`src/rtl/spi_burst_master.sv`:
```
module spi_burst_master #(
  parameter int DEPTH = 4,
  parameter int DIV_W = 8
) (
  input  logic        clk,
  input  logic        rst_n,
  input  logic [4:0]  bus_addr,
  input  logic        bus_wr,
  input  logic        bus_rd,
  input  logic [31:0] bus_wdata,
  output logic [31:0] bus_rdata,
  output logic        sck,
  output logic        mosi,
  input  logic        miso,
  output logic        irq
);
  localparam int PW = $clog2(DEPTH);
  localparam int CW = $clog2(DEPTH + 1);
  localparam logic [4:0] A_MODE = 5'h00, A_FRM = 5'h04, A_CLK = 5'h08,
                         A_STAT = 5'h0C, A_DATA = 5'h10;

  logic             active, lsb_first, cpol, cpha, rxie, ovf;
  logic [PW-1:0]    thr_m1;
  logic [DIV_W-1:0] div;

  logic [7:0]    txq [DEPTH];
  logic [7:0]    rxq [DEPTH];
  logic [PW-1:0] tx_wp, tx_rp, rx_wp, rx_rp;
  logic [CW-1:0] tx_cnt, rx_cnt;

  logic             busy, lvl;
  logic [3:0]       edge_n;
  logic [DIV_W-1:0] hcnt;
  logic [7:0]       tx_sh, rx_sh, rx_next;

  wire wr_mode  = bus_wr && bus_addr == A_MODE;
  wire to_cfg   = wr_mode && !bus_wdata[0];
  wire flush    = to_cfg && bus_wdata[1];
  wire tx_req   = bus_wr && bus_addr == A_DATA && active;
  wire tx_full  = tx_cnt == CW'(DEPTH);
  wire tx_push  = tx_req && !tx_full && !flush;
  wire start    = active && !busy && tx_cnt != '0 && !to_cfg;
  wire tick     = busy && hcnt == div;
  wire sample   = tick && edge_n[0] == cpha;
  wire shift    = tick && edge_n[0] != cpha && edge_n != 4'd0;
  wire done     = tick && edge_n == 4'd15 && !to_cfg;
  wire rx_push  = done && rx_cnt != CW'(DEPTH);
  wire rx_pop   = bus_rd && bus_addr == A_DATA && rx_cnt != '0 && !flush;
  wire rx_hit   = rx_cnt > CW'(thr_m1);
  wire idle     = !busy && tx_cnt == '0;

  assign rx_next = !sample ? rx_sh : lsb_first ? {miso, rx_sh[7:1]} : {rx_sh[6:0], miso};
  assign sck  = cpol ^ lvl;
  assign mosi = lsb_first ? tx_sh[0] : tx_sh[7];
  assign irq  = rxie && rx_hit;

  always_comb begin
    bus_rdata = '0;
    case (bus_addr)
      A_MODE: bus_rdata[0] = active;
      A_FRM:  begin
        bus_rdata[3:0] = {rxie, cpha, cpol, lsb_first};
        bus_rdata[12 +: PW] = thr_m1;
      end
      A_CLK:  begin
        bus_rdata[8 +: DIV_W] = div;
        bus_rdata[4:0] = 5'd8;
      end
      A_STAT: bus_rdata[3:0] = {ovf, rx_cnt != '0, rx_hit, idle};
      A_DATA: if (rx_cnt != '0) bus_rdata[7:0] = rxq[rx_rp];
      default: bus_rdata = '0;
    endcase
  end

  always_ff @(posedge clk or negedge rst_n) begin
    if (!rst_n) begin
      active <= 1'b0; lsb_first <= 1'b0; cpol <= 1'b0; cpha <= 1'b0;
      rxie <= 1'b0; thr_m1 <= '0; div <= '0; ovf <= 1'b0;
    end else begin
      if (wr_mode) active <= bus_wdata[0];
      if (bus_wr && bus_addr == A_FRM) begin
        rxie   <= bus_wdata[3];
        thr_m1 <= bus_wdata[12 +: PW];
        if (!active) {cpha, cpol, lsb_first} <= bus_wdata[2:0];
      end
      if (bus_wr && bus_addr == A_CLK && !active) div <= bus_wdata[8 +: DIV_W];
      if (flush) ovf <= 1'b0;
      else if (tx_req && tx_full) ovf <= 1'b1;
    end
  end

  always_ff @(posedge clk or negedge rst_n) begin
    if (!rst_n) begin
      tx_wp <= '0; tx_rp <= '0; tx_cnt <= '0;
      rx_wp <= '0; rx_rp <= '0; rx_cnt <= '0;
    end else if (flush) begin
      tx_wp <= '0; tx_rp <= '0; tx_cnt <= '0;
      rx_wp <= '0; rx_rp <= '0; rx_cnt <= '0;
    end else begin
      if (tx_push) tx_wp <= tx_wp + 1'b1;
      if (start)   tx_rp <= tx_rp + 1'b1;
      tx_cnt <= tx_cnt + CW'(tx_push) - CW'(start);
      if (rx_push) rx_wp <= rx_wp + 1'b1;
      if (rx_pop)  rx_rp <= rx_rp + 1'b1;
      rx_cnt <= rx_cnt + CW'(rx_push) - CW'(rx_pop);
    end
  end

  always_ff @(posedge clk) begin
    if (tx_push) txq[tx_wp] <= bus_wdata[7:0];
    if (rx_push) rxq[rx_wp] <= rx_next;
  end

  always_ff @(posedge clk or negedge rst_n) begin
    if (!rst_n) begin
      busy <= 1'b0; lvl <= 1'b0; edge_n <= '0; hcnt <= '0;
      tx_sh <= '0; rx_sh <= '0;
    end else if (to_cfg) begin
      busy <= 1'b0; lvl <= 1'b0; edge_n <= '0; hcnt <= '0;
    end else if (start) begin
      busy <= 1'b1; lvl <= 1'b0; edge_n <= '0; hcnt <= '0;
      tx_sh <= txq[tx_rp];
    end else if (busy) begin
      rx_sh <= rx_next;
      if (shift) tx_sh <= lsb_first ? tx_sh >> 1 : tx_sh << 1;
      if (tick) begin
        hcnt   <= '0;
        lvl    <= ~lvl;
        edge_n <= edge_n + 1'b1;
        if (edge_n == 4'd15) busy <= 1'b0;
      end else begin
        hcnt <= hcnt + 1'b1;
      end
    end
  end
endmodule

```
`config.mk`:
```
export PLATFORM = sky130hd
export DESIGN_NAME = spi_burst_master
export DESIGN_NICKNAME = d
export VERILOG_FILES = /design/src/rtl/spi_burst_master.sv
export SDC_FILE = /design/constraint.sdc
export NUM_CORES = 1
export LEC_CHECK = 0
export ABC_CLOCK_PERIOD_IN_PS = 4000
export BUFFER_PORTS_ARGS = -buffer_cell sky130_fd_sc_hd__buf_2
export CAP_MARGIN = 30
export CORE_ASPECT_RATIO = 1.2
export CORE_MARGIN = 3
export CORE_UTILIZATION = 30
export CTS_CLUSTER_DIAMETER = 80
export CTS_CLUSTER_SIZE = 10
export DETAILED_ROUTE_END_ITERATION = 6
export GPL_ROUTABILITY_DRIVEN = 0
export PLACE_DENSITY_LB_ADDON = 0.2
export SYNTH_ARGS = -nofsm -noshare
export SYNTH_HDL_FRONTEND = slang
export SYNTH_SLANG_ARGS = --single-unit
```
`constraint.sdc`:
```
create_clock -name clk -period 4 [get_ports clk]
set_input_delay 0.4 -clock clk [delete_from_list [all_inputs] [get_ports clk]]
set_output_delay 0.4 -clock clk [all_outputs]
set_load 0.1 [all_outputs]
```
==> results.md, run 1 <==
* Critical path's top delay family: simple AND/OR/NAND/NOR gates
* Vias in the first global route at 3,870
* Crit path buffers/inverters at 3
* I/O pin count at 77
* Clock sinks at 124
* Worst r2r src: tx_cnt[1]
* Yosys Warn Count at 0
* Post-synthesis sequential area ratio at 56.2%
* GRT Util Overall at 12.9%
* Synth Cell Area at 0.00609 mm²
* Pin count of the biggest net entering global routing at 33
* Fin. max-slew vios at 0
* Clk_skew at 0.0105 ns
* Vias at 3,771
* Worst-path clk slew at 0.06 ns
* CP max FO at 16
* Biggest cell delay along the critical path at 0.44 ns
* Leakage at 0.00288 µW
* WL per Instance at 16.6 µm
* Post-CTS sizing at 0
* Final worst path period share at 80.5%
* Area Overhead vs Synth at 16.9%
* Detail Route Antenna Nets at 0
* WS Path Type: flip-flop to flip-flop
* Most common cell after layout, fill and taps aside: edfxtp_1
* Die area at 0.0221 mm²
* Synth Flop Type: edfxtp_1
* Sequence of cells on the critical path: nor3_1 -> nor2_1 -> nand2_1 -> inv_1 -> ha_1 -> inv_1 -> ha_1 -> inv_1 -> fa_1 -> xor2_1 -> xnor2_1 -> nor2_1
* CP dominant cell by count: inv_1
* Worst r2r dst: tx_cnt[2]
* Endpoint class of the critical path: flip-flop
* VDD IR-drop max at 0.237 mV
* Root buffer cell: clkbuf_16
* Synth async-reset ratio at 48.4%
* Relative slew margins at 50.5%
* Worst min-delay path class: input port to async pin
* Port Buffers at 44
* Number of vias per cell at 4.70
* Die span in y at 162 µm
* F_max at 0.310 GHz
* Final hold viol count at 0
* CP required at 4.27 ns
* CTS tree: done
* R2R Setup Slk at 0.78 ns
* Max Buffers Root-to-Sink at 2
* First-pass GRT wire length at 21,700 µm
* Tightest Pin Transition at 0.743 ns
* WL final at 13,300 µm
* Initial drt markers at 152
* Most frequent cells in the layout: edfxtp_1 (64), dfrtp_1 (60), buf_2 (44)
* Cells after Synth at 475
* Initial antenna violation count at 0
* Crit path launch type: flip-flop
* Pwr/cell area at 611 mW/mm²
* H-tree levels at 4
* Post-synthesis register bit count at 124
* CORE AREA at 0.0198 mm²
* Initial core utilization at 30.8%
* Final Non-Filler Cells at 803
* Grt ovf at 0
* Status: finished clean
* Hold Buf Count CTS at 0
* Placed Cells at 771
* Drt pass-1 iters at 4
* Nets@finish at 590
* Die W at 136 µm
* Number of max-cap violations at 0
* Layout cell share with drive strength beyond 1 at 24.0%
* Reg2reg path depth at 12
* Final setup fails at 0
* Setup bufs post-CTS at 0
* Residual DRC at 0
* EDFF count, synth at 64
* Crit path DAT at 3.49 ns
* Detailed Place HPWL at 9800 µm
* RSZ-0062 raised after global routing: false
* Tmin final at 3.22 ns
* Syn avg cell area at 12.8 µm²
* Row cnt at 56
* Library cells used by synthesis at 60
* Post-layout util at 36.0%
* Total CTS buffers at 17
* Filler cells at 1,923
* Antenna diode count at 0
* Clk_lat worst skew at 0.42 ns
* Fin Setup TNS at 0 ns
* Max stage delay cell, worst path: dfrtp_1
-- layer usage --
layer	share of wire [%]	global-route usage, %	up-vias
met5	0	0	-
met4	1.3	3.99	0
met3	4.9	3.66	12
met2	49	21.3	93
met1	44	16.6	1864
li1	-	-	1802
-- layout make-up --
type                       instances  area (µm²)  share of cell area [%]
clock buffer                      18         429                    6.02
inverter                          22        82.6                    1.16
sequential                       124        3420                    48.1
multi-input combinational        316        2470                    34.7
clock inverter                    14         136                    1.91
timing repair buffer              48         250                    3.51
tap                              261         327                    4.58
-- stage by stage --
stage	power (µW)	worst slack [ns]	hold WS, ns	area [µm²]
2_1_floorplan	2680	0.524	0.104	6150
3_3_place_gp	2910	0.825	0.493	6560
3_5_place_dp	2940	0.718	0.499	6560
4_1_cts	4420	0.781	0.0473	7120
5_1_grt	4600	0.535	0.0692	7120
6_report	4350	0.779	0.0409	7120
-- worst max-delay path by stage --
stage | startpoint | endpoint | slack [ns] | cells past startpoint
2_1_floorplan | tx_cnt[1] | bus_rdata[0] | 0.52 | 4
3_3_place_gp | bus_addr[4] | tx_cnt[2] | 0.83 | 13
3_5_place_dp | bus_addr[4] | tx_cnt[2] | 0.72 | 13
4_1_cts | tx_cnt[1] | tx_cnt[2] | 0.78 | 12
5_1_grt | tx_cnt[1] | tx_cnt[2] | 0.54 | 12
6_report | tx_cnt[1] | tx_cnt[2] | 0.78 | 12
-- cells in the mapped netlist, drive strengths merged (3+ instances only) --
cell type	instances	area [µm²]
a21oi	9	45.0
buf	25	159
ha	17	213
mux2i	16	160
a22oi	3	22.5
nand2	44	168
nand4	6	37.5
nand3	20	113
nor3	6	51.3
nor2	29	109
mux4	16	360
inv	22	82.6
and3	4	25.0
o21ai	20	100
nand2b	4	25.0
nor4	3	40.0
xor2	19	166
o311ai	7	68.8
nor2b	3	18.8
xnor2	8	70.1
edfxtp	64	1920
dfrtp	60	1500
clkbuf	3	11.3
and2	22	139
mux2	16	180
-- report_power, final --
part | internal [µW] | switching [µW] | total [µW]
registers | 1530 | 272 | 1800
logic | 451 | 646 | 1100
clock network | 865 | 591 | 1460
total | 2840 | 1510 | 4350
-- sequential cells by signal, summed over array words and instances, names as in the netlist, 3 cells and up --
name	count
rx_sh	8
rx_cnt	3
div	8
rxq	32
tx_cnt	3
hcnt	8
edge_n	4
tx_sh	8
txq	32
-- kinds of logic after synthesis --
group / Yosys count / synth area share, %
muxes: 48 / 11.5
AOI/OAI and AO/OA: 52 / 5.79
xor gates and xnor gates: 27 / 3.88
and+or+nand+nor: 154 / 14.3
DFF: 124 / 56.2
adders and majority gates: 19 / 4.15
buffers and inverters: 50 / 4.15
other: 1 / 0.0615
(Power assumes the default switching activity.)
==> run 2: changes to the inputs <==
ABC_AREA = 1   (was default)
ABC_CLOCK_PERIOD_IN_PS = 2850   (was 4000)
clock period = 2.85 ns   (was 4 ns; I/O delays follow)
==> run 2 against run 1 <==
  * Via count grew 27%
  * Critical path type is now flip-flop to primary output
  * Design area up 5.2%
  * First-iteration DRC count increased by 120%
  * Sequential share of layout area fell by 2.4 points
  * Die area up 3.1%
  * Largest cell class unchanged
  * Hold slack improved by 0.043 ns
  * Clock skew shrank 0.0017 ns
==> results.md, run 2 <==
* Clk pwr share at 33.2% (-0.3 points)
* Design Area, Final at 0.00749 mm² (+5.2%)
* Hold path depth at 1
* Initial antenna violation count at 0 (unchanged)
* WL per Instance at 14.1 µm (-15%)
* Clk_lat worst skew at 0.42 ns (about the same)
* RSZ-0062 raised after global routing: false
* Switching share of total power at 37.1% (+2.4 points)
* Worst r2r dst: rx_cnt[2]
* Post-synthesis register bit count at 124 (unchanged)
* GRT Util Overall at 13.7% (+0.75 points)
* Synth Cell Area at 0.00629 mm² (+3.3%)
* Crit path DAT at 2.33 ns (-1.16 ns)
* Top post-synthesis cells by count: nand2_1 (151), nor2_1 (95), inv_1 (88)
* Root buffer cell: clkbuf_16
* CP max FO at 11 (-5)
* Hold EP: txq[3][7]
* WL final at 15,000 µm (+12%)
* Synth async-reset ratio at 48.4% (unchanged)
* Final hold viol count at 0 (unchanged)
* Biggest cell delay along the critical path at 0.47 ns (+0.03 ns)
* Die span in y at 165 µm (+1.6%)
* Yosys Warn Count at 0 (unchanged)
* Tightest Pin Transition at 0.620 ns (-0.123 ns)
* Min-delay src: bus_wdata[7]
* Grt ovf at 0 (unchanged)
* VDD IR-drop max at 0.528 mV (+120%)
* Hold Buf Count CTS at 1 (+1)
* Total CTS buffers at 17 (unchanged)
* Vias at 4,805 (+27%)
* Reg2reg path depth at 11 (-1)
* Row cnt at 57 (+1.8%)
* Fin. max-slew vios at 0 (unchanged)
* Clock sinks at 124 (unchanged)
* Setup WS pre-CTS at 0.247 ns (-0.471 ns)
* Post-CTS sizing at 0 (unchanged)
* Number of vias per cell at 4.53 (-3.6%)
* Setup bufs post-CTS at 0 (unchanged)
* CORE AREA at 0.0204 mm² (+3.2%)
* Initial core utilization at 30.9% (about the same)
* Most common cell after layout, fill and taps aside: nand2_1
* F_max at 0.382 GHz
* Residual DRC at 0 (unchanged)
* Cells after Synth at 714 (+50%)
* CTS tree: done
* Area Overhead vs Synth at 19.0%
* Port Buffers at 44 (unchanged)
* Leakage at 0.00358 µW (+24%)
* Combinational share of power at 29.7% (+4.5 points)
* Clk_skew at 0.00875 ns (-0.00173 ns)
* Die W at 138 µm (+1.6%)
* Detailed Place HPWL at 10,800 µm (+10%)
* Relative slew margins at 58.6% (+8.1 points)
* Layout cell share with drive strength beyond 1 at 13.8% (-10 points)
* Pin count of the biggest net entering global routing at 38 (+15%)
* Tot Pwr at 6250 µW (+44%)
* Synth area leaders: edfxtp_1 (31%), dfrtp_1 (24%), nand2_1 (9.0%)
* Most frequent cells in the layout: nand2_1 (151), nor2_1 (95), inv_1 (88)
* Antenna diode count at 0 (unchanged)
* Synth top area share at 30.5% (-1.0 points)
* Worst r2r src: edge_n[0]
* Sequence of cells on the critical path: inv_1 -> o21ai_0 -> o22ai_1 -> a21oi_1 -> o21ai_1 -> buf_12
* Status: finished clean
* Filler cells at 2,142 (+11%)
* Final setup fails at 0 (unchanged)
* Crit path launch type: flip-flop
* Max stage delay cell, worst path: dfrtp_1
* Library cells used by synthesis at 36 (-40%)
* Vias in the first global route at 4,630 (+20%)
* Fin Setup TNS at 0 ns (unchanged)
* H-tree levels at 4 (unchanged)
* Final worst path period share at 91.9%
* Sw power at 2320 µW (+53%)
* Pwr/cell area at 834 mW/mm² (+37%)
* Placed cell areas at 0.00691 mm² (+5.3%)
* Synth area leader: edfxtp_1
* Max Buffers Root-to-Sink at 2 (unchanged)
* Count leader, synth: nand2_1
* Post-synthesis sequential area ratio at 54.4% (-1.8 points)
* First-pass GRT wire length at 24,400 µm (+12%)
* Internal Dissipation at 3930 µW (+38%)
* Drt pass-1 iters at 4 (unchanged)
* Final WS setup at 0.232 ns (-0.547 ns)
* Endpoint class of the critical path: primary output
* Tmin final at 2.62 ns
* WS Path Type: flip-flop to primary output
* Synth Flop Type: edfxtp_1
* Number of max-cap violations at 0 (unchanged)
* Initial drt markers at 331 (+120%)
* EDFF count, synth at 64 (unchanged)
* Registers with the most flip-flops: rxq: 32 flops, txq: 32 flops
* CP required at 2.57 ns (-1.70 ns)
* Detail Route Antenna Nets at 0 (unchanged)
* I/O pin count at 77 (unchanged)
* Worst min-delay path class: input port to flip-flop
* Worst-path clk slew at 0.06 ns (about the same)
* R2R Setup Slk at 0.48 ns (-0.30 ns)
* Syn avg cell area at 8.82 µm² (-31%)
* Flop pwr share at 37.0% (-4.3 points)
* Die area at 0.0228 mm² (+3.1%)
* Nets@finish at 844 (+43%)
==> run 2: cell types whose count changed after synthesis, moves of 17 or more <==
| cell | previous run | this run |
|---|---|---|
| nand2_1 | 43 | 151 |
| nand3_1 | 19 | 39 |
| nor2_1 | 29 | 95 |
| o21ai_0 | 20 | 54 |
| o22ai_1 | 0 | 17 |
| inv_1 | 22 | 88 |
==> run 2: worst max path at each step <==
stage,from,end,slack (ns)
floorplan,rx_cnt[1],bus_rdata[1],0.12
global placement,bus_addr[1],rx_cnt[2],0.26
detailed placement,bus_addr[1],rx_cnt[2],0.25
CTS,rx_rp[1],bus_rdata[2],0.28
global route,rx_rp[1],bus_rdata[2],0.13
finish,rx_rp[1],bus_rdata[2],0.23
==> run 2: power groups by stage <==
stage	clock network [µW]	registers (µW)	logic, µW
final	2080	2310	1860
after global routing	2230	2340	2120
after CTS	2150	2320	1890
after detailed placement	0	2350	1880
after global placement	0	2350	1880
after floorplan	0	2280	1480
==> run 2: cell type report <==
cell class	instances	area [µm²]	share of cell area [%]
clock inverters	15	149	1.99
well taps	265	332	4.43
clock buffers	17	425	5.68
flip-flops and latches	124	3420	45.7
inverters	93	349	4.66
multi-input cells	481	2380	31.8
repair buffers	66	433	5.78
==> run 2: layer usage <==
metal | up-vias | track usage, % | wire [µm]
met3 | 16 | 3.13 | 503
met2 | 73 | 23.7 | 7450
li1 | 2462 | - | -
met5 | - | 0 | 0
met4 | 0 | 4.45 | 197
met1 | 2254 | 17.0 | 6820
==> run 2: kinds of logic after synthesis <==
kind of cell | synth area share [%]
multiplexers | 0.994
other | 0.0596
adder cells (fa/ha/maj) | 4.02
AO/OA/AOI/OAI | 9.40
buffers and inverters | 8.71
XOR/XNOR | 0.835
flip-flops | 54.4
AND/OR/NAND/NOR | 21.6
==> run 2: per-stage QoR <==
step / hold WS (ns) / util [%] / cells
2_1_floorplan: -0.0106 / - / 729
3_3_place_gp: 0.304 / 33.9 / 1028
3_5_place_dp: 0.302 / 33.9 / 1028
4_1_cts: 0.0617 / 36.7 / 1061
5_1_grt: 0.0632 / 36.7 / 1061
6_report: 0.0834 / 36.7 / 1061
==> run 2: worst max-delay path, delay by kind of cell, from the launching register on <==
family,cells,cell delay [ns]
buf+inv,2,0.53
compound gates,4,0.91
flops,1,0.47
